<file path="config.mk">
export PLATFORM = sky130hd
export DESIGN_NAME = idec_npc_unit
export DESIGN_NICKNAME = d
export VERILOG_FILES = /design/src/rtl/idec_pkg.sv /design/src/rtl/idec_fields.sv /design/src/rtl/idec_operands.sv /design/src/rtl/idec_npc.sv /design/src/rtl/idec_npc_unit.sv
export SDC_FILE = /design/constraint.sdc
export NUM_CORES = 1
export LEC_CHECK = 0
export ABC_AREA = 1
export CORE_ASPECT_RATIO = 1.1
export CORE_MARGIN = 3
export CORE_UTILIZATION = 39
export CTS_CLUSTER_SIZE = 28
export DETAILED_ROUTE_END_ITERATION = 8
export DONT_BUFFER_PORTS = 1
export GPL_TIMING_DRIVEN = 1
export PLACE_DENSITY_LB_ADDON = 0.12
export SLEW_MARGIN = 10
export SYNTH_ARGS = -nofsm -noshare
export SYNTH_HDL_FRONTEND = slang
export SYNTH_SLANG_ARGS = --single-unit
</file>
<file path="constraint.sdc">
create_clock -name clk -period 4.58 [get_ports clk]
set_input_delay 0.458 -clock clk [delete_from_list [all_inputs] [get_ports clk]]
set_output_delay 0.458 -clock clk [all_outputs]
set_load 0.02 [all_outputs]
</file>
<file path="src/rtl/idec_pkg.sv">
package idec_pkg;
   localparam int INSTR_W = 32;
   localparam int RIDX_W  = 5;
   localparam int OP_W    = 3;
   localparam int IMM_W   = 16;

   typedef enum logic [1:0] {
      GRP_ALU  = 2'd0,
      GRP_XALU = 2'd1,
      GRP_FLOW = 2'd2,
      GRP_MOVE = 2'd3
   } grp_e;

   localparam logic [OP_W-1:0] FL_BEQ  = 3'd0;
   localparam logic [OP_W-1:0] FL_BNE  = 3'd1;
   localparam logic [OP_W-1:0] FL_JEQ  = 3'd2;
   localparam logic [OP_W-1:0] FL_BLT  = 3'd3;
   localparam logic [OP_W-1:0] FL_BLE  = 3'd4;
   localparam logic [OP_W-1:0] FL_TRAP = 3'd5;
   localparam logic [OP_W-1:0] FL_CALL = 3'd6;
   localparam logic [OP_W-1:0] FL_ERET = 3'd7;

   typedef struct packed {
      grp_e              grp;
      logic              imm;
      logic [OP_W-1:0]   op;
      logic [RIDX_W-1:0] ra;
      logic [RIDX_W-1:0] rb;
      logic [RIDX_W-1:0] rc;
      logic [IMM_W-1:0]  imm16;
   } fields_t;
endpackage

</file>
<file path="src/rtl/idec_fields.sv">
module idec_fields
   import idec_pkg::*;
(
   input  logic [INSTR_W-1:0] i_instr,
   output fields_t            o_f
);
   // field extraction
   assign o_f.grp   = grp_e'(i_instr[31:30]);
   assign o_f.imm   = i_instr[29];
   assign o_f.op    = i_instr[28:26];
   assign o_f.ra    = i_instr[25:21];
   assign o_f.rb    = i_instr[20:16];
   assign o_f.rc    = i_instr[4:0];
   assign o_f.imm16 = i_instr[15:0];
endmodule

</file>
<file path="src/rtl/idec_operands.sv">
module idec_operands
   import idec_pkg::*;
#(
   parameter int DATA_W  = 32,
   parameter bit ZERO_R0 = 1'b1
)(
   input  fields_t           i_f,
   input  logic [DATA_W-1:0] i_va,
   input  logic [DATA_W-1:0] i_vb,
   input  logic [DATA_W-1:0] i_vc,
   output logic [DATA_W-1:0] o_a,
   output logic [DATA_W-1:0] o_b,
   output logic [DATA_W-1:0] o_c
);
   localparam int NPORT = 3;

   if (DATA_W < IMM_W) begin : g_chk_w
      $error("DATA_W must hold the immediate");
   end

   logic [DATA_W-1:0] raw  [NPORT];
   logic [DATA_W-1:0] rd   [NPORT];
   logic [RIDX_W-1:0] idx  [NPORT];

   assign raw[0] = i_va;
   assign raw[1] = i_vb;
   assign raw[2] = i_vc;
   assign idx[0] = i_f.ra;
   assign idx[1] = i_f.rb;
   assign idx[2] = i_f.rc;

   for (genvar g = 0; g < NPORT; g++) begin : g_port
      if (ZERO_R0) begin : g_z
         // index zero reads zero
         assign rd[g] = (idx[g] == '0) ? '0 : raw[g];
      end else begin : g_nz
         assign rd[g] = raw[g];
      end
   end

   assign o_a = rd[0];
   assign o_b = rd[1];
   // immediate replaces C
   assign o_c = i_f.imm ? DATA_W'(i_f.imm16) : rd[2];
endmodule

</file>
<file path="src/rtl/idec_npc.sv">
module idec_npc
   import idec_pkg::*;
#(
   parameter int DATA_W    = 32,
   parameter int PC_W      = 16,
   parameter int CAUSE_W   = 16,
   parameter int EXC_CAUSE = 258
)(
   input  grp_e              i_grp,
   input  logic [OP_W-1:0]   i_op,
   input  logic              i_imm,
   input  logic [DATA_W-1:0] i_a,
   input  logic [DATA_W-1:0] i_b,
   input  logic [DATA_W-1:0] i_c,
   input  logic [PC_W-1:0]   i_pc,
   input  logic [DATA_W-1:0] i_epc,
   output logic [PC_W-1:0]   o_npc,
   output logic              o_link_we,
   output logic [PC_W-1:0]   o_link_data,
   output logic              o_extra,
   output logic              o_iq_en,
   output logic              o_exc,
   output logic [CAUSE_W-1:0] o_cause
);
   if (PC_W > DATA_W || PC_W < 1) begin : g_chk_pc
      $error("PC_W must be between 1 and DATA_W");
   end
   if (EXC_CAUSE >= (1 << CAUSE_W)) begin : g_chk_cause
      $error("EXC_CAUSE does not fit CAUSE_W");
   end

   logic [PC_W-1:0] pc_inc, tgt_rel, tgt_abs;
   logic            eq, lt, cond;

   assign pc_inc  = i_pc + PC_W'(1);
   assign tgt_abs = i_c[PC_W-1:0];
   assign tgt_rel = pc_inc + tgt_abs;
   assign eq      = (i_a == i_b);
   assign lt      = ($signed(i_a) < $signed(i_b));

   always_comb begin
      unique case (i_op)
         FL_BEQ, FL_JEQ: cond = eq;
         FL_BNE:         cond = !eq;
         FL_BLT:         cond = lt;
         FL_BLE:         cond = lt || eq;
         default:        cond = 1'b0;
      endcase
   end

   always_comb begin
      o_npc       = pc_inc;
      o_link_we   = 1'b0;
      o_link_data = pc_inc;
      o_extra     = 1'b0;
      o_iq_en     = 1'b0;
      o_exc       = 1'b0;
      o_cause     = '0;
      if (i_grp == GRP_FLOW) begin
         unique case (i_op)
            FL_BEQ, FL_BNE, FL_BLT, FL_BLE: begin
               if (cond) begin
                  o_npc   = tgt_rel;
                  o_extra = 1'b1;
               end
            end
            FL_JEQ: begin
               if (cond) begin
                  o_npc   = tgt_abs;
                  o_extra = 1'b1;
               end
            end
            FL_TRAP: begin
               o_exc   = 1'b1;
               o_cause = CAUSE_W'(EXC_CAUSE);
            end
            FL_CALL: begin
               o_link_we = 1'b1;
               o_npc     = i_imm ? tgt_rel : tgt_abs;
               o_extra   = 1'b1;
            end
            default: begin
               o_npc   = i_epc[PC_W-1:0];
               o_iq_en = 1'b1;
               o_extra = 1'b1;
            end
         endcase
      end
   end
endmodule

</file>
<file path="src/rtl/idec_npc_unit.sv">
module idec_npc_unit
   import idec_pkg::*;
#(
   parameter int DATA_W    = 32,
   parameter int PC_W      = 16,
   parameter int CAUSE_W   = 16,
   parameter int EXC_CAUSE = 258,
   parameter int LINK_IDX  = 15,
   parameter bit ZERO_R0   = 1'b1
)(
   input  logic                clk,
   input  logic                rst_n,
   input  logic                i_valid,
   input  logic [31:0]         i_instr,
   input  logic [DATA_W-1:0]   i_ra_val,
   input  logic [DATA_W-1:0]   i_rb_val,
   input  logic [DATA_W-1:0]   i_rc_val,
   input  logic [PC_W-1:0]     i_pc,
   input  logic [DATA_W-1:0]   i_epc,
   output logic                o_valid,
   output logic [1:0]          o_grp,
   output logic                o_imm,
   output logic [2:0]          o_op,
   output logic [4:0]          o_ra,
   output logic [4:0]          o_rb,
   output logic [4:0]          o_rc,
   output logic [15:0]         o_imm16,
   output logic [PC_W-1:0]     o_npc,
   output logic                o_link_we,
   output logic [4:0]          o_link_idx,
   output logic [PC_W-1:0]     o_link_data,
   output logic                o_extra_cycle,
   output logic                o_iq_enable,
   output logic                o_exc,
   output logic [CAUSE_W-1:0]  o_exc_cause
);
   if (LINK_IDX < 0 || LINK_IDX >= (1 << RIDX_W)) begin : g_chk_link
      $error("LINK_IDX out of range");
   end

   fields_t             f;
   logic [DATA_W-1:0]   op_a, op_b, op_c;
   logic [PC_W-1:0]     n_npc, n_ldata;
   logic                n_lwe, n_extra, n_iq, n_exc;
   logic [CAUSE_W-1:0]  n_cause;

   idec_fields u_fields (.i_instr(i_instr), .o_f(f));

   idec_operands #(.DATA_W(DATA_W), .ZERO_R0(ZERO_R0)) u_ops (
      .i_f(f), .i_va(i_ra_val), .i_vb(i_rb_val), .i_vc(i_rc_val),
      .o_a(op_a), .o_b(op_b), .o_c(op_c)
   );

   idec_npc #(.DATA_W(DATA_W), .PC_W(PC_W), .CAUSE_W(CAUSE_W),
              .EXC_CAUSE(EXC_CAUSE)) u_npc (
      .i_grp(f.grp), .i_op(f.op), .i_imm(f.imm),
      .i_a(op_a), .i_b(op_b), .i_c(op_c), .i_pc(i_pc), .i_epc(i_epc),
      .o_npc(n_npc), .o_link_we(n_lwe), .o_link_data(n_ldata),
      .o_extra(n_extra), .o_iq_en(n_iq), .o_exc(n_exc), .o_cause(n_cause)
   );

   assign o_link_idx = RIDX_W'(LINK_IDX);

   // output register stage
   always_ff @(posedge clk) begin
      if (!rst_n) begin
         o_valid       <= 1'b0;
         o_grp         <= '0;
         o_imm         <= 1'b0;
         o_op          <= '0;
         o_ra          <= '0;
         o_rb          <= '0;
         o_rc          <= '0;
         o_imm16       <= '0;
         o_npc         <= '0;
         o_link_we     <= 1'b0;
         o_link_data   <= '0;
         o_extra_cycle <= 1'b0;
         o_iq_enable   <= 1'b0;
         o_exc         <= 1'b0;
         o_exc_cause   <= '0;
      end else begin
         o_valid       <= i_valid;
         o_link_we     <= i_valid && n_lwe;
         o_extra_cycle <= i_valid && n_extra;
         o_iq_enable   <= i_valid && n_iq;
         o_exc         <= i_valid && n_exc;
         if (i_valid) begin
            o_grp       <= f.grp;
            o_imm       <= f.imm;
            o_op        <= f.op;
            o_ra        <= f.ra;
            o_rb        <= f.rb;
            o_rc        <= f.rc;
            o_imm16     <= f.imm16;
            o_npc       <= n_npc;
            o_link_data <= n_ldata;
            o_exc_cause <= n_cause;
         end
      end
   end

   AST_VALID_LATENCY: assert property (@(posedge clk) disable iff (!rst_n)
      $past(rst_n) |-> (o_valid == $past(i_valid)));
   AST_SEQ_NPC: assert property (@(posedge clk) disable iff (!rst_n)
      ($past(rst_n) && o_valid && o_grp != GRP_FLOW) |->
         (o_npc == PC_W'($past(i_pc) + PC_W'(1))));
   AST_LINK_ONLY_CALL: assert property (@(posedge clk) disable iff (!rst_n)
      o_link_we |-> (o_valid && o_grp == GRP_FLOW && o_op == FL_CALL));
   AST_LINK_DATA: assert property (@(posedge clk) disable iff (!rst_n)
      ($past(rst_n) && o_link_we) |->
         (o_link_data == PC_W'($past(i_pc) + PC_W'(1))));
   AST_ERET_IQ: assert property (@(posedge clk) disable iff (!rst_n)
      o_iq_enable |-> (o_extra_cycle && o_op == FL_ERET));
   AST_EXTRA_FLOW: assert property (@(posedge clk) disable iff (!rst_n)
      o_extra_cycle |-> (o_valid && o_grp == GRP_FLOW));
   AST_TRAP_CAUSE: assert property (@(posedge clk) disable iff (!rst_n)
      o_exc |-> (!o_extra_cycle && o_exc_cause == CAUSE_W'(EXC_CAUSE)));
endmodule

</file>
After elaboration in Yosys (flattened, before gate mapping) --
Cells that the tools add are included.
Storage, ports and cells: flip-flop bits (word level) 90, logic and storage cells 61, output and inout bits 95
Operators by class: $lt $le $gt $ge 1, reductions and logical operators 14, muxes and demuxes 21, eq/ne operators 8, $add $sub $neg 2
Operators by type and width (count):
- $mux 16 | 7
- $mux 32 | 2
- $pmux 16 s4 | 1
- $eq 32x32->1 | 1
- $lt 32x32->1 | 1
- $add 16x1->16 const B | 1
- $add 16x16->16 | 1
- $logic_not 5->1 | 3
- $eq 3x3->1 const B | 3
- $mux 9 | 1
- $mux 1 | 8
- $reduce_or 7->1 | 1
- $eq 3x2->1 const B | 2
- $reduce_or 5->1 | 1
- $logic_and 1x1->1 | 4
- $pmux 1 s4 | 1
- $reduce_or 4->1 | 1
- $eq 3x1->1 const B | 1
- $logic_not 3->1 | 1
- $eq 2x2->1 const B | 1
- $pmux 1 s2 | 1
- $reduce_or 2->1 | 1
- $logic_not 1->1 | 1
- $logic_or 1x1->1 | 1

Depth between registers and ports, before layout --
depth after elaboration 9, mapped depth 28, depth with buffers taken out 27

Modules after synthesis --
A second synthesis with hierarchy kept.
Unflattened totals: cells, all modules 1494, area total of the unflattened synthesis 8431.8 sq um
By module, submodules not included:
- idec_npc_unit | seq. area each 1801.7 sq um, instances 1, cells an instance 561, area an instance 3662.3 sq um
- idec_npc | seq. area each 0.0 sq um, instances 1, cells an instance 632, area an instance 3429.5 sq um
- idec_operands | seq. area each 0.0 sq um, instances 1, cells an instance 264, area an instance 1062.3 sq um
- idec_fields | seq. area each 0.0 sq um, instances 1, cells an instance 37, area an instance 277.8 sq um

Worst setup path after synthesis --
OpenSTA, ideal clock, no wires.
kind in2reg, from input port i_instr[1], to register o_npc[12], stages on the path 23, path buffers 1, arrival 3.116 ns, setup slack 1.352 ns, required time 4.468 ns, path through nor3_1 -> nand3_1 -> clkbuf_1 -> a21oi_1 -> a21oi_1 -> ha_1 -> fa_1 -> nand3_1 -> nand2_1 -> nand2_1 -> nand2_1 -> a21oi_1 -> o21bai_1 -> nand2_1 -> nand2_1 -> xor2_1 -> nand2_1 -> nand2_1 -> nand2_1 -> nand2_1 -> nand4_1 -> nand2_1 -> nand2_1
Between the ends: word-level cells in the longest chain between the ends 7, elaborated cells on any way between the ends 9
Ends and longest elaborated chain:
- start, declared | line idec_npc_unit.sv:14 | input logic [31:0] i_instr,
- $logic_not 5->1 | line idec_operands.sv:35 | assign rd[g] = (idx[g] == '0) ? '0 : raw[g];
- $mux 16 | line idec_operands.sv:35
- $mux 16 * | line idec_operands.sv:44 | assign o_c = i_f.imm ? DATA_W'(i_f.imm16) : rd[2];
- $add 16x16->16 | line idec_npc.sv:37 | assign tgt_rel = pc_inc + tgt_abs;
- $mux 16, on equally long branches | line idec_npc.sv:79, idec_npc.sv:62
- $pmux 16 s4 * | line idec_npc.sv:60 | unique case (i_op)
- $mux 16 * | line idec_npc.sv:59 | if (i_grp == GRP_FLOW) begin
- end signal, assigned | line idec_npc_unit.sv:96 | o_npc <= n_npc;
- end, declared | line idec_npc_unit.sv:28 | output logic [PC_W-1:0] o_npc,
Every way passes the cells marked *; elsewhere a longest branch is shown, timed or not. A chain may end at the register's enable or synchronous reset.

Worst setup path after layout --
from input port i_pc[0], to register o_npc[15]
Between the ends: word-level cells in the longest chain between the ends 5, elaborated cells on any way between the ends 7
Ends and longest elaborated chain:
- start, declared | line idec_npc_unit.sv:18 | input logic [PC_W-1:0] i_pc,
- $add 16x1->16 * | line idec_npc.sv:35 | assign pc_inc = i_pc + PC_W'(1);
- via n_ldata[12] | line idec_npc_unit.sv:43 | logic [PC_W-1:0] n_npc, n_ldata;
- $add 16x16->16 * | line idec_npc.sv:37
- $mux 16, on equally long branches | line idec_npc.sv:79, idec_npc.sv:62
- $pmux 16 s4 * | line idec_npc.sv:60
- $mux 16 * | line idec_npc.sv:59
Mark *: on every way through the listed nets, which the timed path passes. The rest lies on a longest branch.

==> impl_metrics.toml <==
[clock_tree]
numCtsBuffers = 9
clock_tree.buffer_depth = 2
cts_resized = 0
clock_latency_ns = 0.33
hold_buffers = 0
cts_tree = "built"
root_buffer = "clkbuf_16"
h-tree-depth = 3
clkTransAtPathRegs_ns = 0.06
clock-sinks = 70
post-cts-setup-buffers = 0

[global_routing]
use_met2 = 0.370
grtUsageMet1 = 0.253
grt_pass1_wl_mm = 28.0
antenna_found_initial = 1
met3_usage = 0.0704
grt_max_degree = 50
grtUsageTotal = 0.216
busiest_layer = "met2"
grt_overflow = 0
grt_pass1_vias = 5606

[route]
drc = 0
drt_iter0_markers = 245
post_drt_wl_per_cell_um = 16.0
viasPerCell = 5.03
drtAntennaViolNets = 0
wirelength_mm = 18.5
dr.pass1.iters = 5
vias = 5784

[setup_path]
crit_buf_inv = 4
arrival_ns = 3.55
path_cells = "ha_1 > nand2_1 > nor2_1 > nand3_1 > nor3_1 > nand2_1 > nor3b_1 > nand2_1 > nand2_1 > inv_1 > ha_1 > inv_1 > o21ai_0 > inv_1 > o21a_1 > o21a_1 > o31ai_1 > inv_1 > nand2_1 > nand3_1 > a21oi_1 > nand3_1 > nand2_1 > nand2_1"
critPathCaptureType = "flop"
required_ns = 4.80
crit_path_top_delay_cell = "ha_1"
cp_slowest_stage_delay_ns = 0.33
worstSetupStartpoint = "i_pc[0]"
crit_path_start_kind = "primary input"
cp_max_fo = 5
cp_top_family = "simple AND/OR/NAND/NOR gates"
path_class = "in2reg"
r2r_start = "o_rc[1]"
cpMostUsedCell = "nand2_1"

[sta]
period_minus_slack_ns = 3.33
hold_viol_final = 0
rsz0062_at_grt = "false"
slew-limit-headroom = 0.178
tns_ns = 0
finalMaxSlewViolations = 0
tightest_slew_ns = 1.23
setup_viol = 0
finalCritPeriodShare = 0.726
fmax_mhz = 301
finalClockSkew_ns = 0

[logic_synthesis]
synth_top_area_cell = "dfxtp_1"
synth.avg_cell_area_um2 = 6.04
yosysMostFrequentCell = "nand2_1"
ys.flop_type = "dfxtp_1"
async_reset_ff_frac = 0
ys_seq_elements = 70
synth_edf_count = 0
synth_commonest_cells = "369 x nand2_1, 127 x inv_1, 70 x a21oi_1, 70 x dfxtp_1, 56 x nor2_1"
yosys_warnings = 0
netlist_area_um2 = 5900
synth_cells = 976
ys_types = 42
synthDominantCellAreaShare = 0.238
yosysSeqAreaShare = 0.238
yosys-top-cells-area = "dfxtp_1 24%, nand2_1 23%, ha_1 10%, inv_1 8.1%, a21oi_1 5.9%"

[pwr]
p_leak_uw = 0.00337
power_density_nw_per_um2 = 305
vdd_ir_drop_max_mv = 0.199

[die]
die_w_um = 123
core-area_um2 = 14600
start_util = 0.404
fp.dieArea_um2 = 16600
rows = 46
dieHeight_um = 135
ios = 274

[hold_path]
worstHoldStart = "i_instr[29]"
hold_class = "in2reg"

[final_layout]
drive_gt1_frac = 0.0376
nets = 1181
fin_cells = 1150
nFillCells = 1664
antenna_cells = 0
layout-area-overhead-vs-synth_pct = 5.43

[placement]
dpl.hpwl_mm = 14.8
gp_congestion = 0.906
placed_cells = 1134
io_buffers = 0

[status]
status = "complete, no violations"

[flow_run]
cap_violations = 0
## worst reg2reg max path: cells and delay by family (launching register included)
family           cells  cell delay (ns)
flip-flops           1             0.62
AND/OR/NAND/NOR      1             0.09
AO/OA/AOI/OAI        1             0.09
## path summary, 6_finish.rpt
kind	end	slack, ns	cells after the start
worst min-delay path	o_imm	0.23	2
worst min register to register	o_imm	0.55	2
worst max register to register	o_rc[1]	3.71	2
worst max-delay path	o_npc[15]	1.25	24
## where the power goes
group	total, uW	switching [uW]	internal [uW]
combinational	482	308	174
sequential	728	79.7	649
clock	686	266	420
## sequential cells by signal, summed over array words and instances, names as in the netlist, 2 cells and up
name,cells
o_op,3
o_link_data,16
o_npc,16
o_grp,2
o_imm16,12
o_rb,5
o_ra,5
o_rc,4
## logic make-up (layout without fill, tap and decap cells)
logic type,Yosys count,in the layout,synth area share
and+or+nand+nor,491,491,0.335
buffers and inverters,189,154,0.141
AOI/OAI and AO/OA,157,157,0.153
DFF,70,70,0.238
adders and majority gates,49,49,0.105
xor gates and xnor gates,18,18,0.0267
other,2,19,0.00127
## layout make-up
cell class | instances | area (um2) | share of cell area
Clock buffer | 10 | 229 | 0.0368
Clock inverter | 6 | 62.6 | 0.0101
Inverter | 130 | 488 | 0.0785
Multi-Input combinational cell | 734 | 3740 | 0.601
Sequential cell | 70 | 1400 | 0.225
Tap cell | 192 | 240 | 0.0386
Timing Repair Buffer | 8 | 60.1 | 0.00966
## routing by layer
metal / vias to the layer above / wire length [um] / share of wire
met5: - / 20 / 0.0011
met4: 2 / 497 / 0.027
met3: 37 / 1850 / 0.10
met2: 210 / 8750 / 0.47
met1: 2521 / 7340 / 0.40
li1: 3014 / - / -
## placed cells by master (no fill, tap or decap), drive strengths merged, types with 5 or more instances in the layout
cell type,instances
nand2,370
inv,129
a21oi,70
dfxtp,70
nor2,57
ha,48
o21ai,48
nand3,30
conb,19
nand4,16
a22oi,10
clkbuf,10
xnor2,9
xor2,9
a22o,9
buf,8
or2,8
nor3,6
clkinv,6
o211ai,5
## per-stage QoR
stage	cell area (um2)	hold WS [ns]	setup WS, ns	util	power, uW
2_1_floorplan	5960	0.527	1.35	-	1140
3_3_place_gp	5930	0.543	0.863	0.406	1220
3_5_place_dp	5930	0.543	0.857	0.406	1220
4_1_cts	6220	0.230	1.20	0.425	1910
5_1_grt	6220	0.235	0.781	0.425	2020
6_report	6220	0.235	1.25	0.425	1900
Power figures use the tool's default switching activity.
